## config.mk

```make
export PLATFORM = sky130hd
export DESIGN_NAME = sync_center_ctrl
export DESIGN_NICKNAME = d
export VERILOG_FILES = /design/src/rtl/sc_pkg.sv /design/src/rtl/sc_tap_sweep.sv /design/src/rtl/sc_edge_pair.sv /design/src/rtl/sc_track_seq.sv /design/src/rtl/sc_tap_adjust.sv /design/src/rtl/sync_center_ctrl.sv
export SDC_FILE = /design/constraint.sdc
export NUM_CORES = 1
export LEC_CHECK = 0
export BUFFER_PORTS_ARGS = -buffer_cell sky130_fd_sc_hd__buf_2
export CORE_ASPECT_RATIO = 1.4
export CORE_MARGIN = 4
export CORE_UTILIZATION = 60
export CTS_CLUSTER_DIAMETER = 150
export DETAILED_ROUTE_END_ITERATION = 10
export GPL_TIMING_DRIVEN = 0
export PLACE_DENSITY = 0.82
export SYNTH_ARGS = -nofsm -noshare
export SYNTH_HDL_FRONTEND = slang
export SYNTH_SLANG_ARGS = --single-unit
```

## constraint.sdc

```tcl
create_clock -name clk -period 5.99 [get_ports clk]
set_clock_uncertainty 0.2 [all_clocks]
set_input_delay 0.599 -clock clk [delete_from_list [all_inputs] [get_ports clk]]
set_output_delay 0.599 -clock clk [all_outputs]
set_load 0.005 [all_outputs]
```

## src/rtl/sc_pkg.sv

```systemverilog
package sc_pkg;
   typedef enum logic [2:0] {
      MODE_IDLE  = 3'd0,
      MODE_INIT  = 3'd1,
      MODE_PSEL  = 3'd2,
      MODE_ROT   = 3'd3,
      MODE_TRACK = 3'd4
   } sc_mode_e;
endpackage

```

## src/rtl/sc_tap_sweep.sv

```systemverilog
// Wrapping tap counter for the track delay line.
module sc_tap_sweep #(
   parameter int TAPS  = 24,
   parameter int TAP_W = $clog2(TAPS)
) (
   input  logic             clk,
   input  logic             rst_n,
   input  logic             clear,
   input  logic             advance,
   output logic [TAP_W-1:0] tap,
   output logic             at_end
);
   localparam logic [TAP_W-1:0] LAST = TAP_W'(TAPS - 1);

   assign at_end = (tap == LAST);

   always_ff @(posedge clk) begin
      if (!rst_n || clear) tap <= '0;
      else if (advance)    tap <= at_end ? '0 : tap + 1'b1;
   end
endmodule

```

## src/rtl/sc_edge_pair.sv

```systemverilog
// Records the first tap at which each phase flag is seen during an init sweep.
module sc_edge_pair #(
   parameter int TAP_W = 5
) (
   input  logic             clk,
   input  logic             rst_n,
   input  logic             clear,
   input  logic             en,
   input  logic             flag_a,
   input  logic             flag_b,
   input  logic [TAP_W-1:0] tap,
   output logic             both_n,
   output logic [TAP_W-1:0] mid_n
);
   logic             got_a, got_b;
   logic [TAP_W-1:0] pos_a, pos_b;
   logic             got_a_n, got_b_n;
   logic [TAP_W-1:0] pos_a_n, pos_b_n;
   logic [TAP_W:0]   sum;

   always_comb begin
      got_a_n = got_a | (en & flag_a);
      got_b_n = got_b | (en & flag_b);
      pos_a_n = got_a ? pos_a : tap;
      pos_b_n = got_b ? pos_b : tap;
      sum     = {1'b0, pos_a_n} + {1'b0, pos_b_n};
   end

   assign both_n = got_a_n & got_b_n;
   assign mid_n  = sum[TAP_W:1];

   always_ff @(posedge clk) begin
      if (!rst_n || clear) begin
         got_a <= 1'b0;
         got_b <= 1'b0;
         pos_a <= '0;
         pos_b <= '0;
      end else begin
         got_a <= got_a_n;
         got_b <= got_b_n;
         pos_a <= pos_a_n;
         pos_b <= pos_b_n;
      end
   end
endmodule

```

## src/rtl/sc_track_seq.sv

```systemverilog
// Ordered capture of EDGE1 (phase 0), S (sync) and EDGE2 (phase 1) within one sweep.
module sc_track_seq #(
   parameter int TAP_W = 5
) (
   input  logic             clk,
   input  logic             rst_n,
   input  logic             clear,
   input  logic             en,
   input  logic             ph0,
   input  logic             syn,
   input  logic             ph1,
   input  logic [TAP_W-1:0] tap,
   output logic             done_n,
   output logic [TAP_W-1:0] tgt_n,
   output logic [TAP_W-1:0] smp_n
);
   logic [1:0]       stage, stage_n;
   logic [TAP_W-1:0] e1, sv, e2;
   logic [TAP_W-1:0] e1_n, sv_n, e2_n;
   logic [TAP_W:0]   sum;

   always_comb begin
      stage_n = stage;
      e1_n    = e1;
      sv_n    = sv;
      e2_n    = e2;
      if (en) begin
         unique case (stage)
            2'd0: if (ph0) begin stage_n = 2'd1; e1_n = tap; end
            2'd1: if (syn) begin stage_n = 2'd2; sv_n = tap; end
            2'd2: if (ph1) begin stage_n = 2'd3; e2_n = tap; end
            default: ;
         endcase
      end
      sum = {1'b0, e1_n} + {1'b0, e2_n};
   end

   assign done_n = (stage_n == 2'd3);
   assign tgt_n  = sum[TAP_W:1];
   assign smp_n  = sv_n;

   always_ff @(posedge clk) begin
      if (!rst_n || clear) begin
         stage <= 2'd0;
         e1    <= '0;
         sv    <= '0;
         e2    <= '0;
      end else begin
         stage <= stage_n;
         e1    <= e1_n;
         sv    <= sv_n;
         e2    <= e2_n;
      end
   end
endmodule

```

## src/rtl/sc_tap_adjust.sv

```systemverilog
// Saturating proportional step toward the target; CLAMP_STEP limits the step to |T-S|.
module sc_tap_adjust #(
   parameter int TAPS       = 24,
   parameter int TAP_W      = 5,
   parameter int STEP_W     = 3,
   parameter bit CLAMP_STEP = 1'b0
) (
   input  logic [TAP_W-1:0]  cur,
   input  logic [STEP_W-1:0] step,
   input  logic [TAP_W-1:0]  tgt,
   input  logic [TAP_W-1:0]  smp,
   output logic [TAP_W-1:0]  nxt
);
   localparam int AW = ((TAP_W > STEP_W) ? TAP_W : STEP_W) + 1;
   localparam logic [AW-1:0] LAST = AW'(TAPS - 1);

   logic [AW-1:0] err_mag, eff, up, cur_w;

   assign cur_w   = AW'(cur);
   assign err_mag = (tgt > smp) ? AW'(tgt - smp) : AW'(smp - tgt);

   generate
      if (CLAMP_STEP) begin : g_clamp
         assign eff = (AW'(step) > err_mag) ? err_mag : AW'(step);
      end else begin : g_plain
         assign eff = AW'(step);
      end
   endgenerate

   assign up = cur_w + eff;

   always_comb begin
      if (tgt > smp)      nxt = (up > LAST) ? TAP_W'(LAST) : TAP_W'(up);
      else if (tgt < smp) nxt = (eff > cur_w) ? '0 : TAP_W'(cur_w - eff);
      else                nxt = cur;
   end
endmodule

```

## src/rtl/sync_center_ctrl.sv

```systemverilog
module sync_center_ctrl
   import sc_pkg::*;
#(
   parameter int TAPS       = 24,
   parameter int STEP_W     = 3,
   parameter bit CLAMP_STEP = 1'b0,
   parameter int TAP_W      = $clog2(TAPS)
) (
   input  logic              clk,
   input  logic              rst_n,
   input  logic              master_en,
   input  logic [STEP_W-1:0] step_size,
   input  logic              ref_on_ph1,
   input  logic              ph0_edge,
   input  logic              ph1_edge,
   input  logic              sync_edge,
   output logic [TAP_W-1:0]  out_tap,
   output logic [TAP_W-1:0]  trk_tap,
   output logic              out_phase,
   output logic              rot_req,
   output logic [2:0]        mode,
   output logic              locked
);
   localparam logic [TAP_W-1:0] LAST = TAP_W'(TAPS - 1);

   generate
      if (TAPS < 4) begin : g_bad_taps
         $error("sync_center_ctrl: TAPS must be at least 4");
      end
      if (STEP_W < 1) begin : g_bad_step
         $error("sync_center_ctrl: STEP_W must be at least 1");
      end
   endgenerate

   sc_mode_e         st;
   logic             in_init, in_track, init_end, trk_end;
   logic             init_both, trk_done;
   logic [TAP_W-1:0] init_mid, trk_tgt, trk_smp, adj_tap;

   assign in_init  = (st == MODE_INIT);
   assign in_track = (st == MODE_TRACK);
   assign init_end = in_init && (out_tap == LAST);

   sc_edge_pair #(.TAP_W(TAP_W)) i_edges (
      .clk(clk), .rst_n(rst_n),
      .clear(!in_init || init_end || !master_en),
      .en(in_init && master_en),
      .flag_a(ph0_edge), .flag_b(ph1_edge), .tap(out_tap),
      .both_n(init_both), .mid_n(init_mid)
   );

   sc_tap_sweep #(.TAPS(TAPS), .TAP_W(TAP_W)) i_sweep (
      .clk(clk), .rst_n(rst_n),
      .clear(!in_track),
      .advance(in_track && master_en),
      .tap(trk_tap), .at_end(trk_end)
   );

   sc_track_seq #(.TAP_W(TAP_W)) i_seq (
      .clk(clk), .rst_n(rst_n),
      .clear(!in_track || trk_end || !master_en),
      .en(in_track && master_en),
      .ph0(ph0_edge), .syn(sync_edge), .ph1(ph1_edge), .tap(trk_tap),
      .done_n(trk_done), .tgt_n(trk_tgt), .smp_n(trk_smp)
   );

   sc_tap_adjust #(.TAPS(TAPS), .TAP_W(TAP_W), .STEP_W(STEP_W),
                   .CLAMP_STEP(CLAMP_STEP)) i_adj (
      .cur(out_tap), .step(step_size), .tgt(trk_tgt), .smp(trk_smp),
      .nxt(adj_tap)
   );

   always_ff @(posedge clk) begin
      if (!rst_n) begin
         st        <= MODE_IDLE;
         out_tap   <= '0;
         out_phase <= 1'b0;
         locked    <= 1'b0;
      end else if (!master_en) begin
         st     <= MODE_IDLE;
         locked <= 1'b0;
      end else begin
         unique case (st)
            MODE_IDLE: begin
               st      <= MODE_INIT;
               out_tap <= '0;
            end
            MODE_INIT: begin
               if (init_end) begin
                  if (init_both) begin
                     out_tap <= init_mid;
                     st      <= MODE_PSEL;
                  end else begin
                     out_tap <= '0;
                  end
               end else begin
                  out_tap <= out_tap + 1'b1;
               end
            end
            MODE_PSEL: begin
               out_phase <= ref_on_ph1;
               st        <= MODE_ROT;
            end
            MODE_ROT: st <= MODE_TRACK;
            MODE_TRACK: begin
               if (trk_end && trk_done) begin
                  out_tap <= adj_tap;
                  locked  <= 1'b1;
               end
            end
            default: st <= MODE_IDLE;
         endcase
      end
   end

   assign rot_req = (st == MODE_ROT);
   assign mode    = st;
endmodule

```

After elaboration in Yosys (flattened, before gate mapping):

Index checks and enable logic that the tools add are counted.
Widths: inputs -> output; s select.

* register bits after elaboration: 44
* latch bits: 0
* RAM bits: 0
* bits in read-only memories: 0
* input port bits: 10
* logic and storage cells: 93
* memories kept: 0

* $add $sub $neg: 6
* multiply operators: 0
* divide/modulo/power cells: 0
* magnitude comparators: 4
* equal/unequal tests: 13
* shift operators: 0
* multiplexer cells: 28
* bitwise gates (word level): 6
* reductions and logical operators: 23

Operators with widths (count)
* $mux 5: 19
* $pmux 3 s5: 1
* $pmux 5 s3: 1
* $add 5x5->6: 2
* $add 5x1->5 const B: 2
* $eq 5x5->1 const B: 2
* $mux 2: 4
* $logic_or 1x1->1: 7
* $add 5x3->6: 1
* $eq 3x2->1 const B: 2
* $gt 6x5->1 const B: 1
* $mux 3: 2
* $ne 2x1->1 const B: 3
* $pmux 2 s3: 1
* $reduce_and 2->1: 3
* $gt 3x5->1: 1
* $gt 5x5->1: 1
* $lt 5x5->1: 1
* $sub 5x3->5: 1
* $eq 2x2->1 const B: 2
* $logic_and 1x1->1: 4
* $logic_not 1->1: 4
* $reduce_and 4->1: 1
* $and 1x1->1: 3
* 10 further kinds: 11

Longest topological paths before layout:

* word-level depth: 9
* mapped depth: 18
* depth with buffers taken out: 16

Modules after synthesis:

Synthesis repeated with hierarchy kept, for this count alone.

* cell total of the unflattened synthesis: 335
* area total of the unflattened synthesis: 3055.4 um^2

By module, submodules not included
* sc_track_seq: times used 1, cells an instance 99, area an instance 923.4 um^2, seq. area each 340.3 um^2
* sc_edge_pair: times used 1, cells an instance 60, area an instance 656.9 um^2, seq. area each 240.2 um^2
* sc_tap_adjust: times used 1, cells an instance 83, area an instance 619.3 um^2, seq. area each 0.0 um^2
* sync_center_ctrl: times used 1, cells an instance 69, area an instance 613.1 um^2, seq. area each 200.2 um^2
* sc_tap_sweep: times used 1, cells an instance 24, area an instance 242.7 um^2, seq. area each 100.1 um^2

Worst setup path before layout:

Ideal clock, no wire load.

* path kind: flip-flop to flip-flop
* start point: register st[1] (netlist: mode[1])
* end point: register out_tap[2]
* data arrival time: 4.246 ns
* setup slack: 1.427 ns
* cell stages (with the launch flop): 19
* path buffers: 2
* period minus slack after synthesis: 4.563 ns
* cell sequence: dfxtp_1 -> buf_2 -> nor3b_4 -> nand2_1 -> nor2_1 -> and3_1 -> buf_4 -> mux2_1 -> fa_1 -> a21o_1 -> a21oi_1 -> xnor2_1 -> ha_1 -> o21ai_0 -> a21oi_1 -> o31ai_2 -> mux2_2 -> a211o_1 -> a32o_1

* cells in the longest elaborated chain, start to end: 8
* elaborated cells between the ends (all ways): 29
* those cells by class: add/sub (1); order compare (2); eq/ne (5); mux (9); bitwise (5); reduce/logical (7)

Ends and longest elaborated chain
* from (decl): line sync_center_ctrl.sv:35 `sc_mode_e st;`
* from (signal assigned): line sync_center_ctrl.sv:75 `st <= MODE_IDLE;`
* from (signal assigned): line sync_center_ctrl.sv:80 `st <= MODE_IDLE;`
* from (signal assigned): line sync_center_ctrl.sv:85 `st <= MODE_INIT;`
* $eq 3x3->1 (*): line sync_center_ctrl.sv:41 `assign in_track = (st == MODE_TRACK);`
* $logic_and 1x1->1 (*): line sync_center_ctrl.sv:62 `.en(in_track && master_en),`
* $mux 5 (*): line sc_track_seq.sv:27 `if (en) begin`
* net i_seq.e2_n[1]: line sc_track_seq.sv:19 `logic [TAP_W-1:0] e1_n, sv_n, e2_n;`
* $add 5x5->6 (*): line sc_track_seq.sv:35 `sum = {1'b0, e1_n} + {1'b0, e2_n};`
* $gt 5x5->1: line sc_tap_adjust.sv:33 `if (tgt > smp) nxt = (up > LAST) ? TAP_W'(LAST) : TAP_W'(up);`
* $mux 5: line sc_tap_adjust.sv:33
* $mux 5: line sync_center_ctrl.sv:106 `if (trk_end && trk_done) begin`
* $pmux 5 s3: line sync_center_ctrl.sv:83 `unique case (st)`
* to (signal assigned): line sync_center_ctrl.sv:91 `out_tap <= init_mid;`
* to (signal assigned): line sync_center_ctrl.sv:97 `out_tap <= out_tap + 1'b1;`
* to (signal assigned): line sync_center_ctrl.sv:107 `out_tap <= adj_tap;`
* to (decl): line sync_center_ctrl.sv:17 `output logic [TAP_W-1:0] out_tap,`

The timed path passes the listed nets; every way through them passes the cells marked *. The select of a mux whose other input is x is not followed.
A chain may end at the register's enable or synchronous reset.

Final worst setup path:

* start point: register st[2] (netlist: mode[2])
* end point: register out_tap[2]

The elaborated chain is that of the path after synthesis.

==> flow_metrics.env <==
export IMPL_hold_violations=0
export IMPL_cts_root_buf="clkbuf_8"
export IMPL_max_stage_delay_ps=520
export IMPL_synth_main_ff_cell="dfxtp_1"
export IMPL_cts_sinks=44
export IMPL_finalSetupViolCount=0
export IMPL_tightest_slew_ps=636
export IMPL_power_leakage_uw=0.00144
export IMPL_synthArstFlopShare=0
export IMPL_cp_data_required_time_ps=5980
export IMPL_dr_total_vias=2629
export IMPL_crit_cells=17
export IMPL_synthAdderAreaFrac=0.116
export IMPL_grt_pass1_vias=2474
export IMPL_route_detailed_drc=0
export IMPL_slowest_stage="dfxtp_1"
export IMPL_synth_top_family_by_area="simple AND/OR/NAND/NOR gates"
export IMPL_gr_usage_all_layers=0.230
export IMPL_status="finished clean"
export IMPL_yosys_area_share_simple=0.240
export IMPL_ys_seq_area_frac=0.297
export IMPL_grt_max_degree=14
export IMPL_setup_tns_ps=0
export IMPL_ios=26
export IMPL_pre_cts_slack_ps=843
export IMPL_rsz0062_at_grt="false"
export IMPL_final_cell_mix="44 x dfxtp_1, 34 x nor2_1, 30 x buf_2"
export IMPL_power_density_mw_per_mm2=165
export IMPL_cts_buffers_inserted=5
export IMPL_max_freq_ghz=0.193
export IMPL_first_pass_iters=4
export IMPL_fill_cells=445
export IMPL_ys_ff_latch=44
export IMPL_rrSetupSlack_ps=800
export IMPL_initial_core_util=0.616
export IMPL_synth_compound_area_frac=0.188
export IMPL_chipWidth_um=67.4
export IMPL_max_cap_violations=0
export IMPL_worst_slack_ps=803
export IMPL_synth_edf_count=0
export IMPL_crit_type="flip-flop to flip-flop"
export IMPL_antenna_found_initial=0
export IMPL_cts_reportedPaths_clkPinSlew_ps=80
export IMPL_syn_nets=374
export IMPL_grt_pass1_wl_um=11100
export IMPL_clk_latency_ps=300
export IMPL_final_common_cell="dfxtp_1"
export IMPL_via_per_inst=6.03
export IMPL_crit_end="out_tap[2]$_SDFFE_PN0P_"
export IMPL_diodes=0
export IMPL_syn_area_mm2=0.00296
export IMPL_worst_ep_arrival_time_ps=5180
export IMPL_wl_per_cell_um=15.3
export IMPL_overflow=0
export IMPL_gp_congestion=0.904
export IMPL_syn_inst=339
export IMPL_critical_path_most_common_cell="a21oi_1"
export IMPL_synth_xor_area_frac=0.0237
export IMPL_port_buffers=25
export IMPL_r2r_end="out_tap[2]$_SDFFE_PN0P_"
export IMPL_synth_avg_cell_area_um2=8.74
export IMPL_die_h_um=91.1
export IMPL_htree_levels=2
export IMPL_period_needed_ps=5190
export IMPL_slew_headroom=0.565
export IMPL_slew_viol_final=0
export IMPL_dieArea_mm2=0.00614
export IMPL_cp_startpoint="mode[2]$_SDFFE_PN0P_"
export IMPL_cts_post_setup_buffers_inserted=0
export IMPL_crit_chain="nor3b_4 -> nand2_1 -> nor2_1 -> and3_1 -> buf_4 -> mux2_1 -> fa_1 -> a21o_1 -> a21oi_1 -> xnor2_1 -> ha_1 -> o21ai_0 -> a21oi_1 -> o31ai_2 -> mux2_2 -> a211o_1 -> a32o_1"
export IMPL_yosys_warnings=0
export IMPL_drtIter0Drc=181
export IMPL_synth_area_mux_share=0.0908
export IMPL_std_cell_rows=30
export IMPL_path_delay_family="compound AO/OA/AOI/OAI gates"
export IMPL_critPathMaxFanout=10
export IMPL_hold_slack_ps=270
export IMPL_area_growth_pct=9.80
export IMPL_critPathCaptureType="flip-flop"
export IMPL_hold_path_class="flip-flop to flip-flop"
export IMPL_cp_num_buf_inv=1
export IMPL_ant_nets=0
export IMPL_layout_drive_gt1_share=0.161
export IMPL_layout_nets=406
export IMPL_post_cts_resized=0
export IMPL_r2r_start="mode[2]$_SDFFE_PN0P_"
export IMPL_ys_types=70
export IMPL_dp_final_hpwl_um=5130
export IMPL_hold_buffers=0
export IMPL_wirelength_um=6680
export IMPL_cts_max_path_buffers=2
export IMPL_cts_tree="done"
export IMPL_period_share=0.866
export IMPL_max_vdd_ir_drop_mv=0.152
export IMPL_worstRegToRegCells=17
export IMPL_fp_coreArea_mm2=0.00480
export IMPL_worstSetupStartpointType="flip-flop"
-- routing by layer --
layer	part of all wire	GRT usage	wire length [um]	vias to the layer above
met4	0.024	0.0795	162	0
met5	0	0	0	-
li1	-	-	-	1300
met1	0.41	0.264	2750	1264
met3	0.032	0.0408	216	14
met2	0.53	0.413	3550	51
-- stage by stage --
stage	area, um^2	util	total power [uW]	cells
global placement	3170	0.659	355	428
floorplan	2960	-	340	339
global route	3250	0.677	563	436
detailed placement	3170	0.659	356	428
finish	3250	0.677	538	436
CTS	3250	0.677	540	436
-- worst reg2reg max path: cells and delay by family, from the launching register on --
| family | cells | cell delay, ps |
|---|---|---|
| compound gates | 7 | 1490 |
| simple gates | 4 | 1020 |
| mux | 2 | 810 |
| fa+ha+maj | 2 | 740 |
| flops | 1 | 520 |
| buf+inv | 1 | 150 |
| xor+xnor | 1 | 150 |
-- area by class of cell --
class                      count  area [um^2]  share of cell area
sequential                    44          881               0.271
clock buffer                   7         76.3              0.0235
clock inverter                 1         8.76             0.00269
timing repair buffer          25          125              0.0385
buffer                        17         82.6              0.0254
tap                           64         80.1              0.0246
multi-input combinational    265         1950               0.599
inverter                      13         48.8              0.0150
-- state kept, by name (all words and copies together), names as in the netlist --
name	cells
mode	3
locked	1
i_sweep.tap	5
i_edges.pos_b	5
i_seq.stage	2
out_tap	5
i_edges.got_a	1
out_phase	1
i_seq.sv	5
i_edges.pos_a	5
i_seq.e2	5
i_edges.got_b	1
i_seq.e1	5
-- kinds of logic after synthesis --
family | count (synthesis)
compound gates | 79
simple gates | 128
flops | 44
mux | 25
fa+ha+maj | 25
xor+xnor | 8
buf+inv | 30
-- cell usage after synthesis (3+ instances only) --
cell | count | area (um^2)
a31oi_1 | 5 | 31.3
o21ai_0 | 12 | 60.1
o31ai_1 | 3 | 22.5
a211oi_1 | 5 | 37.5
inv_1 | 12 | 45.0
o21a_1 | 4 | 30.0
nand2_1 | 22 | 82.6
nor2_1 | 34 | 128
nand2b_1 | 6 | 37.5
clkbuf_1 | 8 | 30.0
nor3_1 | 7 | 35.0
nor2b_1 | 15 | 93.8
a21o_1 | 4 | 30.0
dfxtp_1 | 44 | 881
buf_4 | 3 | 22.5
mux2_2 | 11 | 124
mux2_1 | 4 | 45.0
xor2_1 | 3 | 26.3
and3_1 | 12 | 75.1
buf_2 | 5 | 25.0
mux2i_1 | 10 | 100
nand3_1 | 7 | 35.0
ha_1 | 21 | 263
a21oi_1 | 17 | 85.1
xnor2_1 | 5 | 43.8
nand3b_1 | 3 | 22.5
fa_1 | 4 | 80.1
-- worst min path at each step --
stage / depth (start not counted) / slack (ps) / start / endpoint
2_1_floorplan: 2 / 250 / i_edges.pos_a[0]$_SDFF_PP0_ / i_edges.pos_a[0]$_SDFF_PP0_
3_3_place_gp: 2 / 250 / locked$_SDFFE_PN0P_ / locked$_SDFFE_PN0P_
3_5_place_dp: 2 / 250 / locked$_SDFFE_PN0P_ / locked$_SDFFE_PN0P_
4_1_cts: 2 / 270 / locked$_SDFFE_PN0P_ / locked$_SDFFE_PN0P_
5_1_grt: 2 / 310 / locked$_SDFFE_PN0P_ / locked$_SDFFE_PN0P_
6_report: 2 / 270 / locked$_SDFFE_PN0P_ / locked$_SDFFE_PN0P_
-- power by group --
group,switching [uW],internal (uW),total (uW)
logic,31.2,22.4,53.6
clock network,105,83.5,188
registers,2.32,294,296
Power figures use the tool's default switching activity.
